==> src/rtl/isr_level_tracker.sv <==
module isr_level_tracker #(
  parameter int LEVELS = 8,
  localparam int LVL_W = (LEVELS > 1) ? $clog2(LEVELS) : 1
) (
  input  logic              clk,
  input  logic              rst_n,
  input  logic              ack_valid,
  input  logic [LVL_W-1:0]  ack_level,
  input  logic              ret_maskable,
  input  logic              ret_other,
  input  logic [LVL_W-1:0]  rd_sel,
  output logic [LEVELS-1:0] in_service,
  output logic              any_in_service,
  output logic [LVL_W-1:0]  top_level,
  output logic [LEVELS-1:0] rd_byte,
  output logic              rd_bit
);

  logic [LEVELS-1:0] isr_q;
  logic [LEVELS-1:0] ack_mask;
  logic [LEVELS-1:0] lowest_mask;
  logic [LEVELS-1:0] after_ret;

  assign ack_mask    = ack_valid ? (LEVELS'(1) << ack_level) : '0;
  assign lowest_mask = isr_q & (~isr_q + LEVELS'(1));
  assign after_ret   = ret_maskable ? (isr_q & ~lowest_mask) : isr_q;

  always_ff @(posedge clk or negedge rst_n) begin
    if (!rst_n) isr_q <= '0;
    else        isr_q <= after_ret | ack_mask;
  end

  always_comb begin
    top_level = '0;
    for (int i = LEVELS - 1; i >= 0; i--)
      if (isr_q[i]) top_level = LVL_W'(i);
  end

  assign in_service     = isr_q;
  assign any_in_service = |isr_q;
  assign rd_byte        = isr_q | ack_mask;
  assign rd_bit         = rd_byte[rd_sel];

endmodule

==> config.mk <==
export PLATFORM = sky130hd
export DESIGN_NAME = isr_level_tracker
export DESIGN_NICKNAME = d
export VERILOG_FILES = /design/src/rtl/isr_level_tracker.sv
export SDC_FILE = /design/constraint.sdc
export NUM_CORES = 1
export LEC_CHECK = 0
export ABC_AREA = 1
export BUFFER_PORTS_ARGS = -buffer_cell sky130_fd_sc_hd__buf_2
export CAP_MARGIN = 20
export CORE_MARGIN = 4
export CORE_UTILIZATION = 42
export CTS_CLUSTER_SIZE = 14
export DETAILED_ROUTE_END_ITERATION = 7
export PLACE_DENSITY = 0.76
export SYNTH_ARGS = -nofsm -noshare
export SYNTH_HDL_FRONTEND = slang
export SYNTH_SLANG_ARGS = --single-unit
==> constraint.sdc <==
create_clock -name clk -period 1.25 [get_ports clk]
set_input_delay 0.125 -clock clk [delete_from_list [all_inputs] [get_ports clk]]
set_output_delay 0.125 -clock clk [all_outputs]
set_load 0.02 [all_outputs]
Word level (Yosys, flattened, before mapping). Index checks and enable logic that the tools add are counted.

$add $sub $neg: 1. Magnitude comparators: 1. Shifts and indexed selects: 1. Muxes and demuxes: 12. Bitwise logic cells: 6. Reductions and logical operators: 1.

Operator list (number): $mux 3 (8); $and 8x8->8 (2); $mux 8 (2); $not 8->8 (2); $or 8x8->8 (2); $add 8x1->8 const B (1); $reduce_or 8->1 (1); $shl 1x3->8 const A (1); $lt 3x4->1 const B (1); $bmux 1 s3 (1); $mux 1 (1).

Flip-flop bits (word level): 8. Input bits: 11.

Depth between registers and ports, before layout. Gate-level depths: netlist of run 1.

Word-level depth: 8. Gate-level depth with buffers: 8. Gate-level depth less buffers: 8.

Least setup slack after synthesis of run 1. Ideal clock, no wire load.

Path kind: flip-flop to output port. Start: register isr_q[2] (netlist: in_service[2]). End: output port top_level[2]. Arrival: 1.243 ns. Path slack: -0.118 ns. Cell stages (with the launch flop): 4. Path through: dfrtp_1 nor2_1 inv_1 nor3_1.

Longest elaborated chain between the ends: 3.

Ends and longest elaborated chain: from (decl) (line 19) `logic [LEVELS-1:0] isr_q;`; from (signal assigned) (line 30) `else isr_q <= after_ret | ack_mask;`; $mux 3 (3 in series) (line 36) `if (isr_q[i]) top_level = LVL_W'(i);`; to (decl) (line 14) `output logic [LVL_W-1:0] top_level,`.

Every way passes these cells.

Worst setup path in the final report of run 1.
Start: register isr_q[6] (netlist: in_service[6]). End: output port top_level[0].

Longest elaborated chain between the ends: 7.

Ends and longest elaborated chain (line): $mux 3 (7 in series) (36).

Every way passes these cells.

==> impl_metrics.csv, run 1 <==
group,metric,value,unit
run_status,outcome,"finished with violations",
run_status,violations,"negative setup slack",
route,ant_nets,0,
run,maxCapViolCount,0,
pwr,power.switching,679,µW
pwr,p_per_area,1610,nW/µm²
global_route,antenna_found_initial,0,
die,num_rows,13,
die,core_area,1300,µm²
logic_synthesis,yosysTopAreaCellShare,0.349,
logic_synthesis,yosysSeqAreaShare,0.349,
route,drc,0,
timing,setup_ws,-118,ps
pwr,share_seq_of_total_power,0.248,
timing,whs,66.5,ps
logic_synthesis,synth_top_family_by_area,"simple AND/OR/NAND/NOR gates",
clock_network,cts_root_buffer,"clkbuf_4",
global_route,grt_usage,0.180,
route,wl,1750,µm
setup_path,crit_type,"flip-flop to primary output",
setup_path,endpoint_kind,"primary output",
finish,design_area,910,µm²
setup_path,rr_worst_depth,5,
logic_synthesis,synth_xor_area_frac,0,
timing,tightest_slew,190,ps
setup_path,arrival,1240,ps
logic_synthesis,synth_common_cells,"nand2_1 (28), inv_1 (20), nand3_1 (13), nor2_1 (10)",
timing,finalMaxSlewViolations,0,
logic_synthesis,synth_area,574,µm²
route,post_drt_via_cell_ratio,5.05,
pwr,p_clk_frac,0.132,
pwr,switching_share,0.464,
logic_synthesis,synth_area_leaders,"dfrtp_1 (35%), nand2_1 (18%), inv_1 (13%)",
setup_path,worstPathRequired,1120,ps
logic_synthesis,synth_fa_ha_area_frac,0,
timing,fmax,731,MHz
clock_network,cts_sinks,8,
logic_synthesis,async_flop_share,1.00,
logic_synthesis,synth_cells,96,
finish,antenna_cells,0,
logic_synthesis,synth.most_common_cell,"nand2_1",
setup_path,timing.rr.end,"in_service[7]",
placement,post-dp-hpwl,1320,µm
timing,fin_skew,2.93,ps
route,firstDrtPassIters,4,
route,wl_per_cell,11.4,µm
timing,fin_tns_setup,-421,ps
clock_network,cts_tree,"done",
global_route,grt_pass1_vias,700,
placement,gp_congestion,0.842,
logic_synthesis,synth.distinct_cells,11,
logic_synthesis,synth_nets,107,
global_route,grt_pass1_wl,2700,µm
pwr,power.leakage,0.000574,µW
finish,multiInputGateArea,340,µm²
logic_synthesis,synth-main-ff-cell,"dfrtp_1",
placement,io_buffers,30,
clock_network,cts_buffers,3,
min_path,min_to,"in_service[0]",
die,die_w,45.0,µm
die,die-area,2020,µm²
die,pin_count,32,
global_route,globalRouteOverflowTotal,0,
logic_synthesis,synth-simple-area-share,0.407,
clock_network,path_clk_slew,50,ps
min_path,hp-class,"input pin to flip-flop",
die,fp.dieH,45.0,µm
route,num_vias,773,
pwr,irDropWorstVdd,0.698,mV
timing,finalSetupViolations,4,
finish,fin_nets,151,
min_path,holdPathStages,2,
timing,fin_crit,1370,ps
pwr,internal-power,785,µW
timing,fin_crit_sh,1.09,
setup_path,start_kind,"flip-flop",
logic_synthesis,synth_top_area_cell,"dfrtp_1",
min_path,hold_path_startpoint,"ret_maskable",
setup_path,r2r_setup_slack,0,ps
timing,hold_viol,0,
logic_synthesis,ys_warn_count,0,
clock_network,ctsHtreeMaxLevel,1,
logic_synthesis,synthMuxAreaShare,0,
placement,placed_area,767,µm²
clock_network,clock_path_buffers,2,
die,initial_core_util,0.441,
setup_path,path_max_fanout,3,
global_route,grt_max_degree,9,
finish,seq_area,201,µm²
route,drt_iter0_drc,12,
timing,max-slew-margin-rel,0.873,
pwr,power_frac_comb,0.619,
logic_synthesis,avgSynthCellArea,5.98,µm²
finish,fill_cells,111,
finish,post_route_cells_drive_above_1_share,0.449,
finish,syn_to_final_growth,58.4,%
setup_path,reg2reg_from,"in_service[0]",
logic_synthesis,synth_seq_cells,8,
finish,largest_register_ffs,8,
timing,rsz0062_at_grt,"true",
logic_synthesis,synth_edf_count,0,
logic_synthesis,synth_compound_area_frac,0.107,
clock_network,clock_latency,250,ps
-- cell type report --
class	count	share of cell area
Timing Repair Buffer	39	0.272
Tap cell	15	0.0206
Sequential cell	8	0.221
Multi-Input combinational cell	67	0.374
Inverter	21	0.0867
Clock buffer	3	0.0248
-- worst max path at each step --
| stage | start | to | slack (ps) |
|---|---|---|---|
| finish | in_service[6] | top_level[0] | -120 |
| global route | in_service[6] | rd_bit | -190 |
| CTS | in_service[6] | top_level[0] | -120 |
| detailed placement | in_service[2] | in_service[7] | 70 |
| global placement | in_service[3] | in_service[7] | 110 |
| floorplan | in_service[6] | top_level[0] | 20 |
-- repair_timing --
action	CTS	global route
hold buffers	1	0
buffers inserted	4	3
pin swaps	3	2
setup endpoints to repair	5	11
gates resized for setup	15	13
endpoints found under the hold margin	8	0
-- metal layers --
layer / global-route usage / wire [µm] / up-vias
met5: 0 / 0 / -
met1: 0.211 / 696 / 347
li1: - / - / 388
met3: 0.00398 / 86 / 9
met4: 0.135 / 61 / 0
met2: 0.308 / 905 / 29
-- logic make-up after synthesis --
family | count (synthesis)
AOI/OAI and AO/OA | 12
and+or+nand+nor | 55
buffers and inverters | 21
DFF | 8
-- critical path: stages, from the launching register on --
cell     delay [ps]
dfrtp_1         390
inv_2            90
a21oi_1          70
o21ai_1         110
nand2_1          70
a21oi_2         110
buf_4           140
-- metrics by stage --
step / util / worst slack (ps) / instances / power (µW)
2_1_floorplan: - / 16.4 / 96 / 838
5_1_grt: 0.699 / -190 / 153 / 1560
4_1_cts: 0.661 / -121 / 151 / 1380
3_3_place_gp: 0.589 / 110 / 143 / 1080
3_5_place_dp: 0.589 / 65.5 / 143 / 1100
6_report: 0.699 / -118 / 153 / 1460
-- cells in the final DEF, fill, tap and decap left out, types with 2 or more instances in the layout --
master / Yosys / final
a21oi_2: 0 / 2
buf_2: 0 / 25
buf_4: 0 / 9
buf_6: 0 / 4
clkbuf_4: 0 / 3
dfrtp_1: 8 / 7
inv_1: 20 / 13
inv_2: 1 / 8
nand2_1: 28 / 27
nand3_1: 13 / 11
nand3_2: 0 / 2
nor2_1: 10 / 6
nor2_2: 0 / 3
nor2_4: 1 / 2
nor3_2: 0 / 2
o21ai_0: 8 / 7
-- power by group through the flow --
stage	Sequential, µW	Clock [µW]	Combinational [µW]
after floorplan	418	0	420
after global placement	351	0	732
after detailed placement	356	0	742
after CTS	354	193	835
after global routing	371	204	981
final	363	194	907
Power figures use the tool's default switching activity.
==> run 2, diff against run 1 <==
Settings changed: ABC_AREA 1 to unset, CORE_UTILIZATION 42 to 43.
==> impl_metrics.csv, run 2 <==
group,metric,value,unit
run_status,outcome,"finished with violations",
run_status,violations,"negative setup slack",
logic_synthesis,avgSynthCellArea,8.83,µm²
finish,antenna_cells,0,
timing,fin_crit_sh,1.28,
setup_path,timing.rr.end,"in_service[5]",
timing,rsz0062_at_grt,"true",
route,wl_per_cell,18.3,µm
global_route,grt_pass1_wl,3370,µm
timing,fin_crit,1600,ps
clock_network,cts_tree,"done",
timing,hold_viol,0,
min_path,hold_path_startpoint,"ret_maskable",
logic_synthesis,synth.distinct_cells,33,
clock_network,cts_sinks,8,
route,drc,0,
route,drt_iter0_drc,31,
finish,layout_common_cells,"buf_4 (25), buf_2 (23), nand2_1 (5), dfrtp_2 (5), buf_6 (5)",
setup_path,max_stage_delay,410,ps
min_path,holdPathStages,2,
die,die_w,46.2,µm
route,wl,2600,µm
setup_path,crit_family,"flip-flops",
min_path,hp-class,"input pin to flip-flop",
logic_synthesis,yosysTopAreaCellShare,0.319,
placement,io_buffers,30,
timing,fin_skew,9.93,ps
setup_path,crit_type,"flip-flop to primary output",
die,fp.dieH,46.2,µm
setup_path,reg2reg_from,"in_service[1]",
route,firstDrtPassIters,4,
setup_path,worstPathRequired,1120,ps
logic_synthesis,synth_common_cells,"dfrtp_1 (8), o21ai_0 (7), nand2_1 (5), nor2_1 (5)",
timing,whs,135,ps
global_route,grt_usage,0.229,
setup_path,arrival,1470,ps
die,initial_core_util,0.470,
logic_synthesis,ys_warn_count,0,
global_route,grt_pass1_vias,749,
global_route,globalRouteOverflowTotal,0,
logic_synthesis,synth_nets,82,
finish,largest_register_ffs,8,
setup_path,rr_worst_depth,7,
placement,place_inst,135,
logic_synthesis,synth_area_leaders,"dfrtp_1 (32%), o21ai_0 (5.6%), mux2i_1 (4.8%)",
setup_path,path_max_fanout,5,
timing,finalSetupViolations,12,
setup_path,crit_buf_inv,2,
die,num_rows,13,
logic_synthesis,synth_edf_count,0,
die,core_area,1330,µm²
logic_synthesis,synth_top_area_cell,"dfrtp_1",
clock_network,cts_buffers,3,
global_route,antenna_found_initial,0,
placement,preCtsSetupSlack,-155,ps
logic_synthesis,synth_cells,71,
timing,tightest_slew,412,ps
finish,instances_no_fill,142,
logic_synthesis,synth.most_common_cell,"dfrtp_1",
clock_network,cts_root_buffer,"clkbuf_4",
logic_synthesis,synth-main-ff-cell,"dfrtp_1",
clock_network,clock_path_buffers,2,
logic_synthesis,synth_seq_cells,8,
timing,setup_ws,-349,ps
setup_path,start_kind,"flip-flop",
finish,layout_commonest_cell,"buf_4",
pwr,power.leakage,0.000576,µW
timing,fin_tns_setup,-1930,ps
clock_network,path_clk_slew,60,ps
placement,post-dp-hpwl,1570,µm
finish,fill_cells,69,
finish,fin_nets,139,
timing,max-slew-margin-rel,0.723,
die,pin_count,32,
setup_path,critPathSlowestCell,"dfrtp_2",
logic_synthesis,yosysSeqAreaShare,0.319,
route,post_drt_via_cell_ratio,5.99,
pwr,irDropWorstVdd,1.37,mV
setup_path,r2r_setup_slack,-110,ps
min_path,min_to,"in_service[0]",
clock_network,ctsHtreeMaxLevel,1,
timing,finalMaxSlewViolations,0,
die,die-area,2130,µm²
setup_path,worstPathCellList,"mux2i_2, buf_4, nand3_2, o211ai_2, a221oi_4, buf_6",
placement,gp_congestion,0.762,
route,num_vias,851,
global_route,grt_max_degree,9,
pwr,p_per_area,1450,nW/µm²
route,ant_nets,0,
finish,post_route_cells_drive_above_1_share,0.685,
clock_network,clock_latency,270,ps
logic_synthesis,synth_area,627,µm²
run,maxCapViolCount,0,
logic_synthesis,async_flop_share,1.00,
finish,syn_to_final_growth,84.2,%
timing,fmax,625,MHz
setup_path,endpoint_kind,"primary output",
==> run 2: kinds of logic after synthesis <==
group / share of synthesized area
simple gates: 0.305
compound gates: 0.263
flops: 0.319
buf+inv: 0.0499
mux: 0.0479
xor+xnor: 0.0140
==> run 2: worst max path at each step <==
stage / cells after the start / start / endpoint / slack [ps]
floorplan: 4 / in_service[1] / rd_bit / -120
global placement: 6 / ack_level[0] / rd_bit / -110
detailed placement: 6 / ack_level[2] / rd_bit / -150
CTS: 5 / in_service[7] / rd_bit / -350
global route: 6 / in_service[6] / rd_bit / -410
finish: 6 / in_service[6] / rd_bit / -350
==> run 2: routing by layer <==
layer | share of wire | vias up | track usage
li1 | - | 376 | -
met1 | 0.39 | 409 | 0.264
met2 | 0.50 | 55 | 0.407
met3 | 0.085 | 11 | 0.0430
met4 | 0.028 | 0 | 0.0966
met5 | 0 | - | 0
==> run 2: report_power, final <==
group / internal (µW) / switching, µW
clock network: 123 / 107
registers: 314 / 67.9
logic: 473 / 588
==> run 2: what timing repair did <==
item,CTS,global route
endpoints found under the hold margin,8,0
setup buffers,1,2
pin swaps,5,2
endpoints found under the setup margin,12,13
hold buffers,1,0
gates resized for setup,20,24
==> run 2: stage by stage <==
stage                     cell area, µm²  utilization  total power, µW
final                               1150        0.866             1670
after global routing                1150        0.866             1760
after CTS                           1060        0.794             1480
after detailed placement             961        0.720             1180
after global placement               961        0.720             1160
after floorplan                      651            -              846
==> run 2: worst reg2reg max path, stage by stage, from the launching register on <==
cell and delay [ps]:
dfrtp_1 410, buf_4 170, nor2_4 120, buf_4 130, nand3_4 90, buf_4 150
o21ai_1 120, nand2_1 70
==> run 2: final cells by class <==
class / count / area [µm²] / area share
multi-input combinational: 57 / 519 / 0.450
sequential: 8 / 206 / 0.179
clock buffer: 4 / 26.3 / 0.0228
inverter: 4 / 15.0 / 0.0130
timing repair buffer: 54 / 369 / 0.320
tap: 15 / 18.8 / 0.0163
==> run 3, diff against run 2 <==
==> constraint.sdc (replaced) <==
create_clock -name clk -period 1.25 [get_ports clk]
set_input_delay 0.125 -clock clk [delete_from_list [all_inputs] [get_ports clk]]
set_output_delay 0.125 -clock clk [all_outputs]
set_load 0.005 [all_outputs]
==> impl_metrics.csv, run 3 (same netlist as run 2, synthesis figures left out) <==
group,metric,value,unit
timing,hold_viol,0,
placement,gp_congestion,0.747,
min_path,holdPathStages,2,
finish,fill_cells,85,
timing,fin_crit_sh,1.21,
global_route,antenna_found_initial,0,
die,pin_count,32,
global_route,grt_usage,0.217,
timing,whs,152,ps
pwr,share_seq_of_total_power,0.282,
timing,fin_skew,4.85,ps
setup_path,reg2reg_from,"in_service[1]",
die,num_rows,13,
global_route,grt_pass1_vias,768,
finish,instances_no_fill,141,
placement,place_inst,130,
setup_path,endpoint_kind,"primary output",
finish,antenna_cells,0,
pwr,p_per_area,1240,nW/µm²
finish,multiInputGateArea,474,µm²
setup_path,worstSetupStartpoint,"in_service[5]",
timing,finalSetupViolations,8,
run,maxCapViolCount,0,
min_path,hp-class,"input pin to flip-flop",
setup_path,worstPathRequired,1120,ps
global_route,globalRouteOverflowTotal,0,
route,firstDrtPassIters,4,
route,drc,0,
clock_network,clock_path_buffers,2,
setup_path,crit_type,"flip-flop to primary output",
timing,tightest_slew,300,ps
die,fp.dieH,46.2,µm
min_path,min_to,"in_service[0]",
die,core_area,1330,µm²
finish,layout_common_cells,"buf_2 (29), buf_4 (19), o21ai_1 (6), dfrtp_1 (6)",
timing,fin_tns_setup,-1220,ps
global_route,grt_max_degree,9,
route,wl,2280,µm
timing,rsz0062_at_grt,"true",
setup_path,arrival,1390,ps
pwr,switching_share,0.381,
finish,syn_to_final_growth,73.5,%
setup_path,start_kind,"flip-flop",
pwr,power.leakage,0.000570,µW
clock_network,cts_root_buffer,"clkbuf_4",
finish,design_area,1090,µm²
setup_path,r2r_setup_slack,-90,ps
clock_network,clock_latency,250,ps
pwr,power_frac_comb,0.580,
timing,fin_crit,1520,ps
timing,setup_ws,-266,ps
clock_network,cts_buffers,3,
finish,fin_nets,139,
placement,io_buffers,30,
clock_network,cts_sinks,8,
die,die-area,2130,µm²
placement,preCtsSetupSlack,-45.0,ps
pwr,internal-power,837,µW
pwr,p_clk_frac,0.138,
clock_network,path_clk_slew,50,ps
timing,fmax,660,MHz
timing,finalMaxSlewViolations,0,
placement,post-dp-hpwl,1470,µm
route,wl_per_cell,16.2,µm
route,num_vias,812,
setup_path,timing.rr.end,"in_service[6]",
die,initial_core_util,0.470,
route,ant_nets,0,
pwr,power.switching,515,µW
route,post_drt_via_cell_ratio,5.76,
global_route,grt_pass1_wl,3290,µm
timing,max-slew-margin-rel,0.798,
min_path,hold_path_startpoint,"ret_maskable",
run_status,violations,"negative setup slack",
finish,seq_area,203,µm²
placement,placed_area,900,µm²
setup_path,rr_worst_depth,6,
finish,largest_register_ffs,8,
clock_network,cts_tree,"done",
clock_network,ctsHtreeMaxLevel,1,
die,die_w,46.2,µm
finish,layout_commonest_cell,"buf_2",
finish,post_route_cells_drive_above_1_share,0.619,
setup_path,path_max_fanout,7,
pwr,irDropWorstVdd,0.980,mV
route,drt_iter0_drc,32,
run_status,outcome,"finished with violations",
==> run 3: cell count changes in the layout (fill, tap and decap cells not counted), moves of 2 or more <==
cell	before	now
dfrtp_1	3	6
o21ai_1	4	6
buf_4	25	19
dfrtp_2	5	2
buf_2	23	29
==> run 3: area by class of cell <==
class,instances,share of cell area
Sequential cell,8,0.186
Multi-Input combinational cell,57,0.436
Tap cell,15,0.0173
Timing Repair Buffer,54,0.326
Inverter,4,0.0138
Clock buffer,3,0.0207
==> run 3: metal layers <==
| metal | up-vias | global-route usage | part of all wire |
|---|---|---|---|
| met5 | - | 0 | 0 |
| met4 | 0 | 0.131 | 0.017 |
| met3 | 8 | 0.0391 | 0.071 |
| met2 | 34 | 0.360 | 0.50 |
| met1 | 395 | 0.255 | 0.41 |
| li1 | 375 | - | - |
==> run 3: what timing repair did <==
item,CTS,global route
hold buffers,1,0
setup endpoints to repair,7,11
gates resized for setup,12,22
buffers inserted,6,1
pin swaps,5,5
hold endpoints to repair,8,0
==> run 3: worst max path at each step <==
stage / to / slack, ps
after floorplan: in_service[7] / 30
after global placement: in_service[7] / -30
after detailed placement: rd_bit / -40
after CTS: rd_bit / -220
after global routing: top_level[0] / -340
final: rd_bit / -270
==> run 3: power groups by stage <==
stage	combinational (µW)	clock [µW]	sequential (µW)
2_1_floorplan	260	0	378
3_3_place_gp	555	0	372
3_5_place_dp	569	0	374
4_1_cts	672	193	363
5_1_grt	853	198	385
6_report	784	187	381
==> run 3: critical path, cell delays in order, from the launching register on <==
cell and delay (ps):
dfrtp_2 460, inv_1 100, nand2_1 100, mux2i_1 100
a221oi_2 240, buf_2 140
==> run 3: through the flow <==
step	util	total power, µW
after floorplan	-	639
after global placement	0.674	927
after detailed placement	0.674	944
after CTS	0.760	1230
after global routing	0.815	1440
final	0.815	1350
